==> src/rtl/frt_pkg.sv <==
package frt_pkg;

    localparam int ADDR_W = 4;
    localparam int STAT_W = 8;
    localparam int NFLAG  = STAT_W - 1;

    typedef enum logic [ADDR_W-1:0] {
        RA_COUNT = 4'd0,
        RA_CMPA  = 4'd1,
        RA_CMPB  = 4'd2,
        RA_CAPA  = 4'd3,
        RA_CAPB  = 4'd4,
        RA_CAPC  = 4'd5,
        RA_CAPD  = 4'd6,
        RA_STAT  = 4'd7,
        RA_MODE  = 4'd8
    } reg_addr_e;

    // Packed MSB first: the fields line up with status bits 7 down to 1.
    typedef struct packed {
        logic cap_a;
        logic cap_b;
        logic cap_c;
        logic cap_d;
        logic cmp_a;
        logic cmp_b;
        logic ovf;
    } flag_set_t;

    typedef struct packed {
        logic ovf;
        logic cmp_a;
        logic cmp_b;
    } cnt_evt_t;

    function automatic flag_set_t build_flags(input logic [1:0] main_set,
                                              input logic [1:0] aux_set,
                                              input cnt_evt_t   evt);
        flag_set_t f;
        f.cap_a = main_set[0];
        f.cap_b = main_set[1];
        f.cap_c = aux_set[0];
        f.cap_d = aux_set[1];
        f.cmp_a = evt.cmp_a;
        f.cmp_b = evt.cmp_b;
        f.ovf   = evt.ovf;
        return f;
    endfunction

endpackage

==> src/rtl/frt_counter.sv <==
module frt_counter #(
    parameter int W = 16
) (
    input  logic              clk,
    input  logic              rst,
    input  logic              tick,
    input  logic              load,
    input  logic [W-1:0]      load_val,
    input  logic              clr_en,
    input  logic [W-1:0]      cmp_a,
    input  logic [W-1:0]      cmp_b,
    output logic [W-1:0]      cnt,
    output frt_pkg::cnt_evt_t evt
);
    localparam logic [W-1:0] TOP = '1;

    logic match_a, match_b, clear;

    assign match_a = (cnt == cmp_a);
    assign match_b = (cnt == cmp_b);
    assign clear   = tick && clr_en && match_a;

    always_ff @(posedge clk) begin
        if (rst)        cnt <= '0;
        else if (load)  cnt <= load_val;
        else if (clear) cnt <= '0;
        else if (tick)  cnt <= cnt + 1'b1;
    end

    always_comb begin
        evt.ovf   = tick && !load && !clear && (cnt == TOP);
        evt.cmp_a = tick && match_a;
        evt.cmp_b = tick && match_b;
    end

    assert_hold_R3: assert property (@(posedge clk) disable iff (rst)
        (!tick && !load) |=> $stable(cnt));
    assert_wrap_R4: assert property (@(posedge clk) disable iff (rst)
        (tick && !load && !clr_en && cnt == TOP) |=> (cnt == '0));
    assert_clear_on_match_R6: assert property (@(posedge clk) disable iff (rst)
        (tick && !load && clr_en && cnt == cmp_a) |=> (cnt == '0));

endmodule

==> src/rtl/frt_capture_pair.sv <==
module frt_capture_pair #(
    parameter int W = 16
) (
    input  logic         clk,
    input  logic         rst,
    input  logic         buf_en,
    input  logic         ev_main,
    input  logic         ev_aux,
    input  logic [W-1:0] cnt,
    output logic [W-1:0] main_q,
    output logic [W-1:0] aux_q,
    output logic         set_main,
    output logic         set_aux
);
    assign set_main = ev_main;
    assign set_aux  = ev_aux && !buf_en;

    always_ff @(posedge clk) begin
        if (rst) begin
            main_q <= '0;
            aux_q  <= '0;
        end else begin
            if (ev_main) main_q <= cnt;
            if (ev_main && buf_en)      aux_q <= main_q;
            else if (ev_aux && !buf_en) aux_q <= cnt;
        end
    end

    assert_direct_load_R7: assert property (@(posedge clk) disable iff (rst)
        ev_main |=> (main_q == $past(cnt)));
    assert_buffer_shift_R8: assert property (@(posedge clk) disable iff (rst)
        (ev_main && buf_en) |=> (aux_q == $past(main_q)));
    assert_aux_ignored_R9: assert property (@(posedge clk) disable iff (rst)
        (buf_en && !ev_main) |=> $stable(aux_q));

endmodule

==> src/rtl/frt_status.sv <==
module frt_status
    import frt_pkg::*;
(
    input  logic              clk,
    input  logic              rst,
    input  flag_set_t         set_i,
    input  logic              rd_stb,
    input  logic              wr_stb,
    input  logic [STAT_W-1:0] wdata,
    output logic [STAT_W-1:0] stat,
    output logic              clr_en
);
    logic [NFLAG-1:0] flags, armed, hw_set, sw_clr;

    assign hw_set = set_i;
    assign sw_clr = wr_stb ? (armed & ~wdata[STAT_W-1:1]) : '0;
    assign stat   = {flags, clr_en};

    always_ff @(posedge clk) begin
        if (rst) begin
            flags  <= '0;
            armed  <= '0;
            clr_en <= 1'b0;
        end else begin
            flags <= hw_set | (flags & ~sw_clr);
            if (wr_stb) begin
                armed  <= '0;
                clr_en <= wdata[0];
            end else if (rd_stb) begin
                armed  <= armed | flags;
            end
        end
    end

    assert_hw_only_sets_R10: assert property (@(posedge clk) disable iff (rst)
        1'b1 |=> ((flags & ~$past(flags) & ~$past(hw_set)) == '0));
    assert_clear_needs_read_R11: assert property (@(posedge clk) disable iff (rst)
        1'b1 |=> ((~flags & $past(flags) & ~$past(armed)) == '0));
    assert_set_wins_R12: assert property (@(posedge clk) disable iff (rst)
        1'b1 |=> (($past(hw_set) & ~flags) == '0));

endmodule

==> src/rtl/frt_core.sv <==
module frt_core
    import frt_pkg::*;
#(
    parameter int W = 16
) (
    input  logic              clk,
    input  logic              rst,
    input  logic              tick,
    input  logic [3:0]        cap_in,
    input  logic              bus_sel,
    input  logic              bus_wr,
    input  logic [ADDR_W-1:0] bus_addr,
    input  logic [W-1:0]      bus_wdata,
    output logic [W-1:0]      bus_rdata
);
    localparam int NCH = 2;

    logic [W-1:0]      cmp_a, cmp_b, cnt;
    logic [NCH-1:0]    buf_mode;
    logic [W-1:0]      main_q [NCH];
    logic [W-1:0]      aux_q  [NCH];
    logic [NCH-1:0]    set_main, set_aux;
    logic              wr_any, rd_any, clr_en;
    logic [STAT_W-1:0] stat;
    cnt_evt_t          evt;
    flag_set_t         flag_set;

    assign wr_any = bus_sel && bus_wr;
    assign rd_any = bus_sel && !bus_wr;

    always_ff @(posedge clk) begin
        if (rst) begin
            cmp_a    <= '0;
            cmp_b    <= '0;
            buf_mode <= '0;
        end else if (wr_any) begin
            case (bus_addr)
                RA_CMPA: cmp_a    <= bus_wdata;
                RA_CMPB: cmp_b    <= bus_wdata;
                RA_MODE: buf_mode <= bus_wdata[NCH-1:0];
                default: ;
            endcase
        end
    end

    frt_counter #(.W(W)) u_counter (
        .clk      (clk),
        .rst      (rst),
        .tick     (tick),
        .load     (wr_any && bus_addr == RA_COUNT),
        .load_val (bus_wdata),
        .clr_en   (clr_en),
        .cmp_a    (cmp_a),
        .cmp_b    (cmp_b),
        .cnt      (cnt),
        .evt      (evt)
    );

    for (genvar g = 0; g < NCH; g++) begin : g_chan
        frt_capture_pair #(.W(W)) u_cap (
            .clk      (clk),
            .rst      (rst),
            .buf_en   (buf_mode[g]),
            .ev_main  (cap_in[g]),
            .ev_aux   (cap_in[g+NCH]),
            .cnt      (cnt),
            .main_q   (main_q[g]),
            .aux_q    (aux_q[g]),
            .set_main (set_main[g]),
            .set_aux  (set_aux[g])
        );
    end

    assign flag_set = build_flags(set_main, set_aux, evt);

    frt_status u_status (
        .clk    (clk),
        .rst    (rst),
        .set_i  (flag_set),
        .rd_stb (rd_any && bus_addr == RA_STAT),
        .wr_stb (wr_any && bus_addr == RA_STAT),
        .wdata  (bus_wdata[STAT_W-1:0]),
        .stat   (stat),
        .clr_en (clr_en)
    );

    always_comb begin
        case (bus_addr)
            RA_COUNT: bus_rdata = cnt;
            RA_CMPA:  bus_rdata = cmp_a;
            RA_CMPB:  bus_rdata = cmp_b;
            RA_CAPA:  bus_rdata = main_q[0];
            RA_CAPB:  bus_rdata = main_q[1];
            RA_CAPC:  bus_rdata = aux_q[0];
            RA_CAPD:  bus_rdata = aux_q[1];
            RA_STAT:  bus_rdata = W'(stat);
            RA_MODE:  bus_rdata = W'(buf_mode);
            default:  bus_rdata = '0;
        endcase
    end

    assert_reset_state_R1: assert property (@(posedge clk)
        rst |=> (stat == '0 && cnt == '0 && buf_mode == '0));
    assert_count_step_R3: assert property (@(posedge clk) disable iff (rst)
        (tick && !wr_any && !clr_en && cnt != '1) |=> (cnt == $past(cnt) + 1'b1));

endmodule

==> config.mk <==
export PLATFORM = sky130hd
export DESIGN_NAME = frt_core
export DESIGN_NICKNAME = d
export VERILOG_FILES = /design/src/rtl/frt_pkg.sv /design/src/rtl/frt_counter.sv /design/src/rtl/frt_capture_pair.sv /design/src/rtl/frt_status.sv /design/src/rtl/frt_core.sv
export SDC_FILE = /design/constraint.sdc
export NUM_CORES = 1
export LEC_CHECK = 0
export BUFFER_PORTS_ARGS = -buffer_cell sky130_fd_sc_hd__clkbuf_2
export CAP_MARGIN = 10
export CORE_ASPECT_RATIO = 1.4
export CORE_MARGIN = 3
export CORE_UTILIZATION = 65
export DETAILED_ROUTE_END_ITERATION = 6
export PLACE_DENSITY = 0.95
export REMOVE_ABC_BUFFERS = 1
export SLEW_MARGIN = 15
export SYNTH_ARGS = -nofsm -noshare
export SYNTH_HDL_FRONTEND = slang
export SYNTH_SLANG_ARGS = --single-unit
==> constraint.sdc <==
create_clock -name clk -period 2.5 [get_ports clk]
set_input_delay 0.375 -clock clk [delete_from_list [all_inputs] [get_ports clk]]
set_output_delay 0.375 -clock clk [all_outputs]
set_load 0.05 [all_outputs]
==> summary.txt <==
Run
  – # Max-Cap Violations: 0

STA
  – Total negative slack: 0 ps
  – Max Fclk: 0.406 GHz
  – Clock skew: 10.7 ps
  – RSZ-0062 raised after global routing: true
  – Hold Fails Final Rpt: 0
  – Final worst slack: 37.3 ps
  – Minimum clock period: 2460 ps
  – Fin. max-slew vios: 0
  – Fin crit share: 98.5%
  – Slew @ Worst Pin: 646 ps
  – Max_slew headroom: 56.8%
  – Final setup fails: 0

Routing
  – Vias: 6987
  – Drt pass-1 iters: 7
  – Residual DRC: 24
  – ANT nets after route: 0
  – WL met2: 10700 um
  – Top Layer Used: met4
  – Final wirelength: 24600 um
  – M1 wire length: 7790 um
  – Post-DR wirelength/cell: 26.4 um
  – DR iter-0 viols: 1443
  – Routed vias/inst: 7.51
  – Metal3 WL: 3430 um

Logic synthesis
  – Primary FF master, synth: dfxtp_1
  – Syn Area/Cell: 8.91 um2
  – Gate Count Post-Synth: 745
  – Most frequent cell after synthesis: nor2_1
  – Asr flop ratio synth: 0%
  – Synth warn: 0
  – Synth cell count leaders: nor2_1 (130), dfxtp_1 (129), mux2i_1 (98)
  – Number of synthesized register bits: 129
  – Yosys top cell by area: dfxtp_1
  – Top cells by area, synth: dfxtp_1 (39%), mux2i_1 (15%), nor2_1 (7.4%)
  – Cell Area, Synth: 0.00664 mm2
  – Yosys top cell area share: 38.9%
  – Post-synth EDFFs: 0
  – Synth cell types: 48
  – Sequential fraction of the synthesis area: 38.9%

Placed design
  – Pre-CTS worst setup slack: 145 ps
  – Area of placed instances: 0.00726 mm2
  – Routability congestion estimate from global placement: 0.961
  – Port Buffers: 44
  – DP HPWL: 13800 um

Global route
  – Initial antenna violation count: 0
  – Vias in the first global route: 7023
  – GRT Resource Usage Total: 41.8%
  – Total grt overflow: 0
  – Largest net degree at the start of global routing: 53
  – First-pass GRT wire length: 37200 um

Worst setup path
  – Crit path cell chain: clkbuf_2 -> nand2b_1 -> nor2_1 -> buf_4 -> a222oi_1 -> nand3_1 -> buf_12
  – Worst setup SP type: input pin
  – Setup slack, reg-to-reg: 270 ps
  – CP Capture Type: output port
  – Crit path required time: 2120 ps
  – Worst Setup Path Type: input pin to output port
  – Critical path arrival: 2090 ps
  – CP peak stage delay: 390 ps
  – CP delay by family, top: buffers and inverters
  – Max FO, Critical Path: 15
  – Buffers and inverters on the worst path: 3
  – Critical-path top delay cell: a222oi_1

Finish
  – Nets@finish: 813
  – Layout cells sized above 1: 17.0%
  – Final Core Density: 78.8%
  – N_diodes: 0
  – Fill count: 499
  – Area Growth Syn to Fin: 18.1%
  – FF+latch area: 0.00258 mm2
  – Area of the multi-input gates: 0.00370 mm2
  – Fin area: 0.00784 mm2

Power
  – Total power: 0.00499 W
  – PwrDens: 637 mW/mm2
  – Leak Pwr: 3.03 nW
  – Worst VDD drop: 0.459 mV

Clock network
  – Cts bufs inserted: 17
  – Max clock buf depth: 2
  – H-tree depth: 4
  – Setup Buffers After CTS: 0
  – CTS Hold Bufs: 0
  – Clock sink count: 129
  – Clk_lat worst skew: 440 ps
  – Post-CTS Resized: 0
  – Clock Tree Root: clkbuf_16
  – Reg clk slew, reported paths: 60 ps
  – CTS tree: yes

Run status
  – Failing checks: DRC
  – Status: finished, violations left

Floorplanning
  – Full die area: 0.0115 mm2
  – Starting density of the core: 66.7%
  – Die extent in x: 91.4 um
  – Total core area: 0.00995 mm2
  – Die Ht: 126 um
  – Row count: 43
  – I/O pin count: 45

Min path
  – HP Class: input pin to flop
==> path summary, 6_finish.rpt <==
kind,cells after the start,from,to
setup / recovery,7,bus_addr[2],bus_rdata[1]
hold / removal,3,bus_wdata[10],cmp_b[10]$_SDFFE_PP0P_
setup reg to reg,6,u_counter.cnt[1]$_SDFFE_PP0P_,u_counter.cnt[14]$_SDFFE_PP0P_
hold reg to reg,2,u_status.armed[4]$_SDFFE_PP0P_,u_status.armed[4]$_SDFFE_PP0P_
==> state kept, by name, indices dropped and copies added, names as in the netlist <==
name	count
cmp_a	16
cmp_b	16
g_chan.u_cap.main_q	32
u_status.armed	7
u_status.flags	7
buf_mode	2
u_counter.cnt	16
g_chan.u_cap.aux_q	32
u_status.clr_en	1
==> tightest hold or removal path, delay by kind of cell <==
family	cells	cell delay, ps
AND/OR/NAND/NOR	1	70
multiplexers	1	70
buffers and inverters	1	120
==> logic make-up (layout without fill, tap and decap cells) <==
logic type | Yosys count | count (layout) | synth area share [%]
adders and majority gates | 1 | 1 | 0.188
and+or+nand+nor | 246 | 246 | 18.6
muxes | 99 | 99 | 14.9
xor gates and xnor gates | 43 | 43 | 5.67
AOI/OAI and AO/OA | 152 | 152 | 16.2
buffers and inverters | 75 | 125 | 5.56
DFF | 129 | 129 | 38.9
==> layout make-up <==
type / instances / share of cell area (%)
sequential: 129 / 32.9
multi-input combinational: 541 / 47.3
clock buffer: 20 / 5.70
timing repair buffer: 86 / 10.1
clock inverter: 11 / 1.47
tap: 135 / 2.15
inverter: 8 / 0.383
==> cells in the final DEF (no fill, tap or decap), types with 2 or more instances in the layout <==
| cell | instances |
|---|---|
| nand2b_4 | 2 |
| nand3b_1 | 7 |
| and4_1 | 2 |
| o22ai_2 | 7 |
| xor2_1 | 11 |
| nor4_4 | 2 |
| nor3_1 | 10 |
| nand2_1 | 21 |
| nand3_1 | 25 |
| nor4_1 | 4 |
| clkbuf_16 | 17 |
| bufinv_16 | 2 |
| a221oi_1 | 2 |
| buf_12 | 17 |
| nor2_1 | 130 |
| or3_1 | 2 |
| nor2b_1 | 4 |
| a21oi_1 | 43 |
| a222oi_1 | 10 |
| clkbuf_2 | 27 |
| nand2b_1 | 9 |
| buf_4 | 42 |
| mux2i_1 | 98 |
| nand4_1 | 5 |
| a22oi_1 | 17 |
| clkinvlp_4 | 4 |
| nand4b_1 | 2 |
| clkinv_2 | 5 |
| inv_1 | 8 |
| a211oi_1 | 32 |
| dfxtp_1 | 129 |
| a22o_1 | 11 |
| clkbuf_1 | 2 |
| xnor2_1 | 32 |
| o22ai_1 | 11 |
| o21ai_0 | 13 |
| nor3b_1 | 14 |
==> metrics by stage <==
step | hold slack (ps) | std cells
detailed placement | 462 | 899
CTS | 235 | 930
floorplan | 437 | 678
global placement | 448 | 899
finish | 237 | 930
global route | 252 | 930
==> layer usage <==
| layer | GRT usage [%] | vias to the layer above |
|---|---|---|
| met4 | 36.6 | 0 |
| met3 | 13.1 | 324 |
| met2 | 64.8 | 826 |
| met1 | 45.4 | 3104 |
| met5 | 0 | - |
| li1 | - | 2733 |
==> power by group <==
| part | leakage, nW | switching [W] | internal, W |
|---|---|---|---|
| Combinational | 1.72 | 0.000280 | 0.000146 |
| Clock | 0.267 | 0.000969 | 0.00147 |
| Sequential | 1.04 | 0.0000334 | 0.00209 |
Note: power is estimated with default switching activity, not from simulation.
